--- src/rtl/async_rx_pkg.sv ---
package async_rx_pkg;

  typedef enum logic [2:0] {
    ST_IDLE,
    ST_START,
    ST_DATA,
    ST_STOP1,
    ST_STOP2
  } rxState_t;

  typedef struct packed {
    logic shiftEn;
    logic commit;
    logic markFe;
  } rxStrobes_t;

endpackage

--- src/rtl/async_rx_ctrl.sv ---
module async_rx_ctrl
  import async_rx_pkg::*;
#(
  parameter int OVERSAMPLE = 16,
  parameter int DATA_W     = 8
) (
  input  logic       clk,
  input  logic       rstN,
  input  logic       sampleTick,
  input  logic       rxLine,
  input  logic       startEdge,
  input  logic       twoStop,
  output rxStrobes_t strobes,
  output logic       active
);

  localparam int CNT_W = (OVERSAMPLE > 2) ? $clog2(OVERSAMPLE) : 1;
  localparam int BIT_W = (DATA_W > 2) ? $clog2(DATA_W) : 1;
  localparam int HALF  = OVERSAMPLE / 2;

  rxState_t   state, stateNext;
  logic [CNT_W-1:0] tickCnt;
  logic [BIT_W-1:0] bitCnt;
  logic       midPoint;
  logic       cntClear;

  always_comb begin
    if (state == ST_START)
      midPoint = sampleTick && (tickCnt == CNT_W'(HALF - 1));
    else
      midPoint = sampleTick && (tickCnt == CNT_W'(OVERSAMPLE - 1));
  end

  always_comb begin
    stateNext = state;
    strobes   = '0;
    cntClear  = 1'b0;
    case (state)
      ST_IDLE: begin
        if (startEdge) begin
          stateNext = ST_START;
          cntClear  = 1'b1;
        end
      end
      ST_START: begin
        if (midPoint) stateNext = rxLine ? ST_IDLE : ST_DATA;
      end
      ST_DATA: begin
        if (midPoint) begin
          strobes.shiftEn = 1'b1;
          if (bitCnt == BIT_W'(DATA_W - 1)) stateNext = ST_STOP1;
        end
      end
      ST_STOP1: begin
        if (midPoint) begin
          if (rxLine) begin
            strobes.commit = 1'b1;
            stateNext      = twoStop ? ST_STOP2 : ST_IDLE;
          end else begin
            strobes.markFe = 1'b1;
            stateNext      = ST_IDLE;
          end
        end
      end
      ST_STOP2: begin
        if (midPoint) begin
          strobes.markFe = !rxLine;
          stateNext      = ST_IDLE;
        end
      end
      default: stateNext = ST_IDLE;
    endcase
  end

  always_ff @(posedge clk or negedge rstN) begin
    if (!rstN) begin
      state   <= ST_IDLE;
      tickCnt <= '0;
      bitCnt  <= '0;
    end else begin
      state <= stateNext;
      if (cntClear || midPoint) tickCnt <= '0;
      else if (sampleTick)      tickCnt <= tickCnt + 1'b1;
      if (state != ST_DATA)     bitCnt  <= '0;
      else if (midPoint)        bitCnt  <= bitCnt + 1'b1;
    end
  end

  assign active = (state != ST_IDLE);

  // completion only happens with a high stop-bit sample
  assert_commit_high_R4: assert property (@(posedge clk) disable iff (!rstN)
    strobes.commit |-> rxLine);

  // completion and framing error are exclusive
  assert_commit_fe_excl_R7: assert property (@(posedge clk) disable iff (!rstN)
    !(strobes.commit && strobes.markFe));

  // an edge seen in idle starts a frame
  assert_active_on_edge_R11: assert property (@(posedge clk) disable iff (!rstN)
    (startEdge && !active) |=> active);

endmodule

--- src/rtl/async_rx_dp.sv ---
module async_rx_dp
  import async_rx_pkg::*;
#(
  parameter int DATA_W = 8
) (
  input  logic              clk,
  input  logic              rstN,
  input  logic              rxLine,
  input  logic              msbFirst,
  input  logic              intEnable,
  input  logic              statusRead,
  input  rxStrobes_t        strobes,
  output logic              startEdge,
  output logic [DATA_W-1:0] rxData,
  output logic              byteReady,
  output logic              frameErr,
  output logic              irq
);

  logic              prevLine;
  logic [DATA_W-1:0] shiftReg;
  logic [DATA_W-1:0] shiftNext;

  assign startEdge = prevLine && !rxLine;

  always_comb begin
    if (msbFirst) shiftNext = {shiftReg[DATA_W-2:0], rxLine};
    else          shiftNext = {rxLine, shiftReg[DATA_W-1:1]};
  end

  always_ff @(posedge clk or negedge rstN) begin
    if (!rstN) begin
      prevLine  <= 1'b1;
      shiftReg  <= '0;
      rxData    <= '0;
      byteReady <= 1'b0;
      frameErr  <= 1'b0;
      irq       <= 1'b0;
    end else begin
      prevLine <= rxLine;
      irq      <= strobes.commit && intEnable;
      if (strobes.shiftEn) shiftReg <= shiftNext;
      if (strobes.commit) begin
        rxData    <= shiftReg;
        byteReady <= 1'b1;
      end else if (statusRead) begin
        byteReady <= 1'b0;
      end
      if (strobes.markFe)  frameErr <= 1'b1;
      else if (statusRead) frameErr <= 1'b0;
    end
  end

  // a completion strobe leaves the ready flag set
  assert_ready_after_commit_R8: assert property (@(posedge clk) disable iff (!rstN)
    strobes.commit |=> byteReady);

  // a framing strobe leaves the error flag set
  assert_fe_after_mark_R6: assert property (@(posedge clk) disable iff (!rstN)
    strobes.markFe |=> frameErr);

  // interrupt only with ready and enable
  assert_irq_gated_R9: assert property (@(posedge clk) disable iff (!rstN)
    irq |-> (byteReady && $past(intEnable)));

  // status read with no competing set clears both flags
  assert_read_clears_R10: assert property (@(posedge clk) disable iff (!rstN)
    (statusRead && !strobes.commit && !strobes.markFe) |=> (!byteReady && !frameErr));

endmodule

--- src/rtl/async_rx.sv ---
module async_rx
  import async_rx_pkg::*;
#(
  parameter int OVERSAMPLE = 16,
  parameter int DATA_W     = 8
) (
  input  logic              clk,
  input  logic              rstN,
  input  logic              rxLine,
  input  logic              sampleTick,
  input  logic              twoStop,
  input  logic              msbFirst,
  input  logic              intEnable,
  input  logic              statusRead,
  output logic [DATA_W-1:0] rxData,
  output logic              byteReady,
  output logic              active,
  output logic              frameErr,
  output logic              irq
);

  rxStrobes_t strobes;
  logic       startEdge;

  async_rx_ctrl #(.OVERSAMPLE(OVERSAMPLE), .DATA_W(DATA_W)) uCtrl (
    .clk(clk), .rstN(rstN), .sampleTick(sampleTick), .rxLine(rxLine),
    .startEdge(startEdge), .twoStop(twoStop), .strobes(strobes), .active(active)
  );

  async_rx_dp #(.DATA_W(DATA_W)) uDp (
    .clk(clk), .rstN(rstN), .rxLine(rxLine), .msbFirst(msbFirst),
    .intEnable(intEnable), .statusRead(statusRead), .strobes(strobes),
    .startEdge(startEdge), .rxData(rxData), .byteReady(byteReady),
    .frameErr(frameErr), .irq(irq)
  );

endmodule

--- config.mk ---
export PLATFORM = sky130hd
export DESIGN_NAME = async_rx
export DESIGN_NICKNAME = d
export VERILOG_FILES = /design/src/rtl/async_rx_pkg.sv /design/src/rtl/async_rx_ctrl.sv /design/src/rtl/async_rx_dp.sv /design/src/rtl/async_rx.sv
export SDC_FILE = /design/constraint.sdc
export NUM_CORES = 1
export LEC_CHECK = 0
export BUFFER_PORTS_ARGS = -buffer_cell sky130_fd_sc_hd__buf_2
export CAP_MARGIN = 20
export CORE_MARGIN = 10
export CORE_UTILIZATION = 35
export DETAILED_ROUTE_END_ITERATION = 10
export HOLD_SLACK_MARGIN = 0.06
export PLACE_DENSITY = 0.58
export SETUP_SLACK_MARGIN = 0.02
export SLEW_MARGIN = 20
export SYNTH_ARGS = -nofsm -noshare
export SYNTH_HDL_FRONTEND = slang
export SYNTH_HIERARCHICAL = 1
export SYNTH_SLANG_ARGS = --single-unit
--- constraint.sdc ---
create_clock -name clk -period 1.44 [get_ports clk]
set_input_delay 0.288 -clock clk [delete_from_list [all_inputs] [get_ports clk]]
set_output_delay 0.288 -clock clk [all_outputs]
set_load 0.03 [all_outputs]
==> flow_summary.ini, run 1 <==
[detailed_routing]
wl_met2_um = 1604
top_layer_used = met4
drt_first_pass_iters = 4
wl_met3_um = 220
antenna_left = 0
drc = 0
wirelength_met1_um = 1524
avgViaCountPerCell = 5.065
drtIter0Drc = 96
finalWirelength_um = 3441
vias = 1165
avgRoutedWirePerCell_um = 14.96

[sta]
setup_violations = 13
worst_pin_slew_ns = 0.3838
finalCritPeriodShare_pct = 112.8
finalHoldViolations = 0
final.setup.worst_slack_ns = -0.1846
max_freq_mhz = 615.5
slew-limit-headroom_pct = 74.41
hold_slack_ns = 0.1650
period_needed_ns = 1.625
drv_slew = 0
final.setup_skew_ns = 0.005653
rsz0062_at_grt = true

[pwr]
power_frac_seq_pct = 36.8
p_sw_share_pct = 30.22
total_power_uw = 2885
leakage_uw = 0.001025
net-switching-power_uw = 871.7
internal-power_uw = 2013
pwr-share-comb_pct = 32.9
p_clk_share_pct = 30.3
power_density_nw_per_um2 = 1391
peakVddDrop_mv = 0.5317

[placed_design]
dp_hpwl_um = 2406
numPortBuffers = 19
place_congestion = 0.8913
dp.cells = 215
pre_cts_ws_ns = -0.03243

[clock_network]
clock_tree.buffer_depth = 2
clock-sinks = 30
htree_levels = 2
worstSkewPairLatency_ns = 0.29
clockRootBuffer = clkbuf_8
clk_pin_slew_ns = 0.07
cts_tree = yes
cts_buffers = 5

[floorplan]
rows = 23
coreArea_sq_um = 4115
die_w_um = 85.93
die_h_um = 85.93
io_pins = 20
initial_core_util_pct = 36.97
dieArea_sq_um = 7384

[yosys]
synth_edf_count = 0
syn-num-nets = 144
seq_area_frac_synth_pct = 49.42
synth_ff_type = dfrtp_1
synth.area.top_cells = dfrtp_1, mux2_4, mux2i_1
ys_seq_elements = 30
synthArstFlopShare_pct = 100.0
netlist-cell-type-count = 39
yosys.area.top_type_share_pct = 47.70
netlist_area_sq_um = 1521
synth_warnings = 6
yosysTopAreaCell = dfrtp_1
avgSynthCellArea_sq_um = 11.44
syn_inst = 133

[run]
max_cap_violations = 0

[setup_path]
worstPathRequired_ns = 1.15
critPathTopFamily = flip-flops
startpoint_type = flop
crit_top_cell = buf_6
cp_slowest_cell = dfrtp_1
critPathKind = reg2out
critPathMaxStageDelay_ns = 0.40
worstPathArrival_ns = 1.34
cp_num_buf_inv = 2
crit_chain = buf_6, or3_4, buf_6
critPathCaptureType = primary output
crit_fanout = 2

[final_layout]
fillers = 366
final_nets = 191
drive_gt1_share_pct = 45.56
area_growth_pct = 36.27
final_cells = 230
diodes = 0

[min_path]
hp-class = in2reg

[global_routing]
overflow = 0
antenna_found_initial = 0
grt_max_degree = 31
grt_pass1_wl_um = 5851
grt_pass1_vias = 1164
grt_usage_pct = 9.938

[status]
status = finished with violations
violations = negative setup slack
## placed cells by master (no fill, tap or decap), types with 2 or more instances in the layout
| cell type | instances |
|---|---|
| dfrtp_1 | 29 |
| buf_4 | 23 |
| buf_2 | 18 |
| mux2i_1 | 11 |
| nor2_1 | 10 |
| buf_6 | 8 |
| nand2_1 | 8 |
| mux2_4 | 8 |
| a21oi_1 | 8 |
| clkbuf_8 | 6 |
| nand2b_1 | 3 |
| xor2_1 | 3 |
| nor2_2 | 2 |
| nor2b_4 | 2 |
| inv_1 | 2 |
| a31oi_1 | 2 |
| nand3_1 | 2 |
| nor3b_1 | 2 |
| or4b_4 | 2 |
| a21oi_2 | 2 |
| ha_1 | 2 |
| a21o_1 | 2 |
## final timing paths
kind / start / to / slack, ns / cells past startpoint
worst min register to register: uDp/byteReady$_DFFE_PN0P_ / uDp/byteReady$_DFFE_PN0P_ / 0.48 / 1
worst min-delay path: rxLine / uDp/prevLine$_DFF_PN1_ / 0.17 / 1
max in group asynchronous: rstN / uDp/prevLine$_DFF_PN1_ / 0.59 / 3
worst max-delay path: uCtrl/state[1]$_DFFE_PN0P_ / active / -0.18 / 3
min in group asynchronous: rstN / uCtrl/state[1]$_DFFE_PN0P_ / 0.53 / 3
worst max register to register: uCtrl/state[1]$_DFFE_PN0P_ / uCtrl/bitCnt[2]$_DFFE_PN0P_ / -0.15 / 4
## sequential cells by signal, summed over array words and instances (netlist names)
name,cells
uCtrl/bitCnt,3
uDp/shiftReg,8
uDp/irq,1
uDp/byteReady,1
uDp/frameErr,1
uDp/prevLine,1
uCtrl/state,3
uDp/rxData,8
uCtrl/tickCnt,4
## stage by stage
| step | instance area [sq um] | setup TNS, ns | util (%) |
|---|---|---|---|
| 2_1_floorplan | 1577 | -0.08117 | - |
| 3_3_place_gp | 1815 | 0 | 44.12 |
| 3_5_place_dp | 1815 | -0.1266 | 44.12 |
| 4_1_cts | 2021 | -0.5384 | 49.10 |
| 5_1_grt | 2073 | -1.551 | 50.38 |
| 6_report | 2073 | -0.7302 | 50.38 |
## layer usage
metal | up-vias | GRT usage, %
met5 | - | 0
met4 | 0 | 6.287
met2 | 26 | 14.67
met3 | 8 | 4.068
met1 | 563 | 11.63
li1 | 568 | -
## area by class of cell
type	count	area, sq um	area share, %
repair buffers	50	362.8	17.50
well taps	50	62.56	3.017
inverters	2	7.507	0.3621
clock inverters	1	30.03	1.448
multi-input cells	91	775.7	37.42
flip-flops and latches	30	752.0	36.27
clock buffers	6	82.58	3.983
## Yosys cell counts (3+ instances only)
| cell type | n |
|---|---|
| nor2_1 | 13 |
| ha_1 | 3 |
| nand2b_1 | 3 |
| dfrtp_1 | 29 |
| nand2_1 | 8 |
| buf_2 | 3 |
| a21oi_1 | 10 |
| xor2_1 | 3 |
| mux2i_1 | 11 |
| buf_6 | 3 |
| mux2_4 | 8 |
## logic make-up after synthesis
kind of cell             Yosys count  share of synthesized area, %
AO/OA/AOI/OAI                     22                         9.868
flip-flops                        30                         49.42
adder cells (fa/ha/maj)            3                         2.467
XOR/XNOR                           3                         1.727
multiplexers                      19                         15.13
AND/OR/NAND/NOR                   44                         16.20
buffers and inverters             12                         5.181
## repair_timing
item / in CTS / in global routing
pin swaps: 3 / 1
hold buffers: 1 / 0
endpoints found under the hold margin: 29 / 0
buffers inserted: 4 / 2
endpoints found under the setup margin: 16 / 24
cloned: 1 / 0
gates resized for setup: 14 / 8
## power by group through the flow
stage	clock, uW	combinational (uW)	sequential [uW]
final	873	949	1060
after global routing	945	1040	1070
after CTS	903	875	1060
after detailed placement	0	754	1080
after global placement	0	727	1070
after floorplan	0	555	1040
Power figures use the tool's default switching activity.
==> inputs of run 2 (changes only) <==
Settings changed: CORE_MARGIN 10 to 4.
==> run 2 against run 1 <==
Net effect: the run still ends with negative setup slack left; first-iteration DRC count down 30%; via count is the same; non-clock buffer count is 1 lower; die area decreased by 26%; combinational power is 2.2% lower; cell count shrank 0.43%; fmax increased by 2.7%; worst setup slack improved by 0.043 ns; critical path depth unchanged; critical path type unchanged; critical endpoint unchanged; highest routed layer is now met3.
==> flow_summary.ini, run 2 (synthesized netlist as in run 1, its figures left out) <==
[sta]
max_freq_mhz = 632.4
worst_pin_slew_ns = 0.4347
final.setup_skew_ns = 0.006188
finalCritPeriodShare_pct = 109.8
final.setup.worst_slack_ns = -0.1412
period_needed_ns = 1.581
hold_slack_ns = 0.1768
finalHoldViolations = 0
setup_violations = 14
slew-limit-headroom_pct = 70.96
rsz0062_at_grt = true
drv_slew = 0

[final_layout]
utilization_pct = 49.83
area_growth_pct = 34.79
final_nets = 190
mostFrequentLayoutCell = dfrtp_1
fillers = 381
multi_input_area_sq_um = 772.0
regArea_sq_um = 753.2
layout_common_cells = dfrtp_1, buf_4, buf_2
drive_gt1_share_pct = 45.25
fin_area_sq_um = 2051
top_regs = uDp/rxData: 8 flops, uDp/shiftReg: 8 flops, uCtrl/tickCnt: 4 flops
diodes = 0

[clock_network]
worstSkewPairLatency_ns = 0.28
clock-sinks = 30
clk_pin_slew_ns = 0.06
htree_levels = 2
clockRootBuffer = clkbuf_8
cts_buffers = 5
cts_tree = yes
clock_tree.buffer_depth = 2

[global_routing]
grt_pass1_vias = 1210
overflow = 0
grt_max_degree = 31
antenna_found_initial = 0
grt_pass1_wl_um = 6016
grt_usage_pct = 14.28

[detailed_routing]
wl_met2_um = 1614
finalWirelength_um = 3449
wl_met3_um = 166
drtIter0Drc = 67
drc = 0
antenna_left = 0
drt_first_pass_iters = 6
top_layer_used = met3
vias = 1165
wirelength_met1_um = 1669
avgViaCountPerCell = 5.087
avgRoutedWirePerCell_um = 15.06

[min_path]
hp-class = in2reg

[run]
max_cap_violations = 0

[floorplan]
die_h_um = 73.93
io_pins = 20
rows = 23
die_w_um = 73.93
initial_core_util_pct = 36.97
dieArea_sq_um = 5466
coreArea_sq_um = 4115

[pwr]
power_density_nw_per_um2 = 1283
leakage_uw = 0.001012
peakVddDrop_mv = 0.4110

[setup_path]
worstPathArrival_ns = 1.29
critPathKind = reg2out
worstPathRequired_ns = 1.15
crit_fanout = 2
startpoint_type = flop
critPathCaptureType = primary output

[status]
violations = negative setup slack
status = finished with violations

[placed_design]
placed_cell_area_sq_um = 1810
place_congestion = 0.9303
dp_hpwl_um = 2221
numPortBuffers = 19
## run 2: area by class of cell
| type | count | area share [%] |
|---|---|---|
| multi-input cells | 91 | 37.64 |
| clock buffers | 5 | 3.356 |
| flip-flops and latches | 30 | 36.73 |
| clock inverters | 2 | 0.4881 |
| inverters | 2 | 0.3661 |
| repair buffers | 49 | 18.36 |
| well taps | 50 | 3.051 |
## run 2: per-stage QoR
| step | instances | power, uW | TNS [ns] | worst slack, ns |
|---|---|---|---|---|
| finish | 229 | 2632 | -0.9155 | -0.1412 |
| global route | 229 | 2807 | -2.129 | -0.1875 |
| CTS | 229 | 2638 | -1.098 | -0.1631 |
| detailed placement | 211 | 1814 | -0.7121 | -0.06843 |
| global placement | 211 | 1788 | -0.02155 | -0.01109 |
| floorplan | 133 | 1591 | -0.08117 | -0.01015 |
## run 2: layer usage
| metal | vias to the layer above | GRT usage (%) |
|---|---|---|
| met2 | 20 | 21.75 |
| li1 | 564 | - |
| met4 | 0 | 3.421 |
| met3 | 0 | 4.595 |
| met5 | - | 0 |
| met1 | 581 | 19.83 |
## run 2: path summary, 6_finish.rpt
kind                                       startpoint                      endpoint  slack [ns]  depth (start not counted)
setup / recovery           uCtrl/state[2]$_DFFE_PN0P_                        active       -0.14                          3
setup reg to reg           uCtrl/state[2]$_DFFE_PN0P_   uCtrl/bitCnt[2]$_DFFE_PN0P_       -0.10                          4
max in group asynchronous                        rstN        uDp/prevLine$_DFF_PN1_        0.71                          3
hold reg to reg              uDp/frameErr$_DFFE_PN0P_      uDp/frameErr$_DFFE_PN0P_        0.49                          1
hold / removal                                 rxLine        uDp/prevLine$_DFF_PN1_        0.18                          1
min in group asynchronous                        rstN  uCtrl/tickCnt[1]$_DFFE_PN0P_        0.49                          3
## run 2: where the power goes
| part | switching [uW] | total (uW) | internal, uW | leakage (uW) |
|---|---|---|---|---|
| sequential | 129 | 1070 | 940 | 0.000401 |
| clock | 311 | 635 | 324 | 0.0000438 |
| combinational | 415 | 928 | 514 | 0.000567 |
| total | 855 | 2630 | 1780 | 0.00101 |
## run 2: critical path, stage by stage (launching register included)
cell and delay [ns]:
dfrtp_1 0.39, buf_6 0.12, or3_4 0.36, buf_6 0.15
## run 2: what timing repair did
item | CTS | global route
cloned | 1 | 0
endpoints found under the setup margin | 23 | 23
hold buffers | 1 | 0
pin swaps | 7 | 6
gates resized for setup | 20 | 1
buffers inserted | 9 | 0
endpoints found under the hold margin | 29 | 0
